===== src/rtl/vsign_pkg.sv =====
package vsign_pkg;
   localparam int unsigned FP_W = 32;
   localparam logic [FP_W-1:0] FP_ZERO    = 32'h0000_0000;
   localparam logic [FP_W-1:0] FP_POS_ONE = 32'h3F80_0000;
   localparam logic [FP_W-1:0] FP_NEG_ONE = 32'hBF80_0000;

   typedef enum logic [1:0] {
      SGN_ZERO = 2'd0,
      SGN_POS  = 2'd1,
      SGN_NEG  = 2'd2
   } sgn_class_e;

   function automatic logic [FP_W-1:0] sgn_encode(input sgn_class_e c);
      case (c)
         SGN_POS: return FP_POS_ONE;
         SGN_NEG: return FP_NEG_ONE;
         default: return FP_ZERO;
      endcase
   endfunction
endpackage


===== src/rtl/vsign_lane_mask.sv =====
module vsign_lane_mask #(
   parameter int unsigned LANES = 4,
   parameter int unsigned CNT_W = 2
) (
   input  logic [CNT_W-1:0] count,
   output logic [LANES-1:0] active
);
   for (genvar g = 0; g < LANES; g++) begin : g_cmp
      assign active[g] = ({1'b0, CNT_W'(g)} <= {1'b0, count});
   end
endmodule


===== src/rtl/vsign_lane.sv =====
module vsign_lane
   import vsign_pkg::*;
#(
   parameter int unsigned WORD_W = 32
) (
   input  logic              active,
   input  logic [WORD_W-1:0] word_in,
   output logic [WORD_W-1:0] word_out
);
   sgn_class_e cls;
   logic       mag_zero;

   always_comb begin
      mag_zero = (word_in[WORD_W-2:0] == '0);
      if (mag_zero)                cls = SGN_ZERO;
      else if (word_in[WORD_W-1])  cls = SGN_NEG;
      else                         cls = SGN_POS;
   end

   assign word_out = active ? sgn_encode(cls) : word_in;
endmodule


===== src/rtl/vsign_extract.sv =====
module vsign_extract
   import vsign_pkg::*;
#(
   parameter int unsigned LANES  = 4,
   parameter int unsigned WORD_W = 32,
   localparam int unsigned CNT_W = (LANES > 1) ? $clog2(LANES) : 1,
   localparam int unsigned BUS_W = LANES * WORD_W
) (
   input  logic             clk,
   input  logic             rst_n,
   input  logic             in_valid,
   input  logic [CNT_W-1:0] in_count,
   input  logic [BUS_W-1:0] in_data,
   output logic             out_valid,
   output logic [BUS_W-1:0] out_data
);
   if (WORD_W != FP_W) begin : g_bad_word
      $error("vsign_extract: WORD_W must be 32 for single precision");
   end
   if (LANES < 1 || LANES > 8) begin : g_bad_lanes
      $error("vsign_extract: LANES must lie in 1..8");
   end

   logic [LANES-1:0] lane_active;
   logic [BUS_W-1:0] lane_result;

   vsign_lane_mask #(.LANES(LANES), .CNT_W(CNT_W)) u_mask (
      .count  (in_count),
      .active (lane_active)
   );

   for (genvar g = 0; g < LANES; g++) begin : g_lane
      vsign_lane #(.WORD_W(WORD_W)) u_lane (
         .active   (lane_active[g]),
         .word_in  (in_data[g*WORD_W +: WORD_W]),
         .word_out (lane_result[g*WORD_W +: WORD_W])
      );
   end

   always_ff @(posedge clk) begin
      if (!rst_n) begin
         out_valid <= 1'b0;
         out_data  <= '0;
      end else begin
         out_valid <= in_valid;
         if (in_valid) out_data <= lane_result;
      end
   end
endmodule


===== config.mk =====
export PLATFORM = sky130hd
export DESIGN_NAME = vsign_extract
export DESIGN_NICKNAME = d
export VERILOG_FILES = /design/src/rtl/vsign_pkg.sv /design/src/rtl/vsign_lane_mask.sv /design/src/rtl/vsign_lane.sv /design/src/rtl/vsign_extract.sv
export SDC_FILE = /design/constraint.sdc
export NUM_CORES = 1
export LEC_CHECK = 0
export CAP_MARGIN = 20
export CORE_MARGIN = 2
export CORE_UTILIZATION = 40
export CTS_CLUSTER_SIZE = 28
export DETAILED_ROUTE_END_ITERATION = 8
export PLACE_DENSITY = 0.79
export REMOVE_ABC_BUFFERS = 1
export SYNTH_ARGS = -nofsm -noshare
export SYNTH_HDL_FRONTEND = slang
export SYNTH_HIERARCHICAL = 1
export SYNTH_SLANG_ARGS = --single-unit

===== constraint.sdc =====
create_clock -name clk -period 1.22 [get_ports clk]
set_input_delay 0.244 -clock clk [delete_from_list [all_inputs] [get_ports clk]]
set_output_delay 0.244 -clock clk [all_outputs]
set_load 0.01 [all_outputs]

==> reports/qor.txt <==
status: complete, no violations
Tmin final: 1170 ps
# hold bufs at CTS: 0
Peak supply drop: 0.000913 V
setup TNS: 0 ps
Register-to-Register Setup Slack: 440 ps
reg-to-reg startpoint: out_data[21]$_SDFFE_PN0P_
Power Dens Cells: 1250 nW/um^2
reg-to-reg critical path endpoint: out_data[21]$_SDFFE_PN0P_
r2r worst-path depth: 3
Clock transition at path regs: 60 ps
GP Congestion: 0.798
CP required: 1520 ps
skew final: 0 ps
Vias: 5515
Final Power: 0.0120 W
synth unique cells: 19
most common cell after layout, fill and taps aside: nor2b_1
synthesized area: 6280 sq um
sequential share of the synthesized area: 41.1%
Layout area overhead: 51.9%
number of clock sinks: 129
first-pass GRT wire length: 29.0 mm
Clock Latency Late Sink: 410 ps
share of the synthesized area in the top cell type: 41.1%
Yosys Warn Count: 6
Hold Crit Depth: 3
CTS tree: done
Yosys reg bits: 129
global route total overflow: 0
Cell Count, Final, Fillers Out: 1143
# setup viols final: 0
Via density: 4.83
Die Width: 129 um
Sequential Area: 2600 sq um
Core ar.: 15300 sq um
number of remaining DRC errors: 0
row count: 45
Initial Util: 41.2%
area leader, netlist: dfxtp_1
number of fillers in the final layout: 1374
Routed Antenna Nets: 0
hpwl dp: 12.8 mm
vias in the first global route: 5564
Routed WL per cell: 16.3 um
CP Capture Type: register
Synth Instances: 636
number of enable flip-flop cells after synthesis: 0
hold crit path type: in -> reg
maxcap violations: 0
# placed instances: 1110
asr flop ratio synth: 0%
crit start category: primary input
Die H: 129 um
Root Driver: clkbuf_16
1st-pass router iterations: 4
hold path endpoint: out_data[41]$_SDFFE_PN0P_
prevailing post-synth register cell: dfxtp_1
post-layout net count: 1052
input/output buffers: 261
die area: 16700 sq um
CTS buffer count: 17
area of the multi-input gates: 3630 sq um
critical path fanouts, max: 8
most frequent cells in the layout: nor2b_1, buf_2, mux2i_1
CP Data Arrival Time: 1470 ps
# diodes: 0
initial antenna violation count: 0
number of DRC markers in iteration 0: 258
Final period util: 95.6%
f_max: 857 MHz
CTS Buffer Depth: 2
hold path start: in_valid
WS Path Type: in -> reg
final hold viol count: 0
H-tree levels: 4
number of top-level pins: 262
largest net degree at the start of global routing: 71
Slew Viols, Final: 0
GRT Resource Usage Total: 22.0%
LEAKAGE: 4.59 nW
Synth area leaders: dfxtp_1, nor2b_1, mux2i_1
routed wire length: 18.6 mm
layout cells sized above 1: 31.3%
RSZ-0062 raised after global routing: true
Syn Area/Cell: 9.88 sq um
final hold slack: 243 ps
-- cell type report --
class	count	share of cell area (%)
Multi-Input combinational cell	456	38.0
Sequential cell	129	27.2
Timing Repair Buffer	315	25.1
Clock buffer	22	4.97
Tap cell	211	2.77
Clock inverter	10	1.89
-- report_power, final --
group / switching [W] / internal [W] / total [W]
sequential: 0.000101 / 0.00443 / 0.00453
combinational: 0.000852 / 0.000937 / 0.00179
clock: 0.00186 / 0.00378 / 0.00564
-- per-stage QoR --
stage          util [%]  setup slack [ps]  area, sq um
6_report           62.5              53.4         9540
5_1_grt            62.5             -8.95         9540
4_1_cts            61.7             0.162         9410
3_5_place_dp       60.3              -827         9200
3_3_place_gp       60.3              -751         9200
2_1_floorplan         -              -563         5870
-- what timing repair did --
action                                  in CTS  in global routing
endpoints found under the setup margin     209                 45
pin swaps                                   39                 44
setup buffers                                3                  0
hold endpoints to repair                     0                  0
resized for setup                          652                112
-- critical path: stages --
cell	delay, ps
dlygate4sd2_1	270
nor4_4	280
and4_4	370
a21oi_2	80
mux2i_1	160
nor2b_1	70
-- logic make-up (layout without fill, tap and decap cells) --
family / after synthesis / in the layout / share of synthesized area [%]
AND/OR/NAND/NOR: 295 / 295 / 29.2
flip-flops: 129 / 129 / 41.1
multiplexers: 128 / 128 / 20.4
buffers and inverters: 51 / 347 / 6.55
AO/OA/AOI/OAI: 32 / 32 / 2.71
other: 1 / 1 / 0.0597
-- Yosys cell counts, types with 3 or more instances --
| cell | number |
|---|---|
| nor4_1 | 28 |
| buf_12 | 11 |
| a21boi_1 | 4 |
| nor4b_2 | 4 |
| nor2b_1 | 224 |
| buf_2 | 9 |
| mux2i_1 | 128 |
| buf_4 | 3 |
| and4_1 | 8 |
| dfxtp_1 | 129 |
| a21oi_1 | 28 |
| nor2_1 | 28 |
| clkbuf_1 | 26 |
-- how the worst max path moves through the flow --
| stage | start | endpoint | slack [ps] |
|---|---|---|---|
| floorplan | in_count[1] | out_data[55]$_SDFFE_PN0P_ | -560 |
| global placement | in_count[1] | out_data[119]$_SDFFE_PN0P_ | -750 |
| detailed placement | in_count[1] | out_data[127]$_SDFFE_PN0P_ | -830 |
| CTS | out_data[69]$_SDFFE_PN0P_ | out_data[69] | 0.2 |
| global route | in_data[0] | out_data[28]$_SDFFE_PN0P_ | -9 |
| finish | in_data[41] | out_data[59]$_SDFFE_PN0P_ | 50 |
-- registers in the layout, summed over array words and instances, names as in the netlist --
register   count
out_valid      1
out_data     128
-- layer usage --
metal  share of wire [%]  vias up  global-route usage (%)
li1                    -     2697                       -
met1                  42     2587                    26.0
met4                 2.1        0                    7.67
met5                   0        -                       0
met3                 9.0       30                    8.51
met2                  47      201                    36.6
Note: power is estimated with default switching activity, not from simulation.
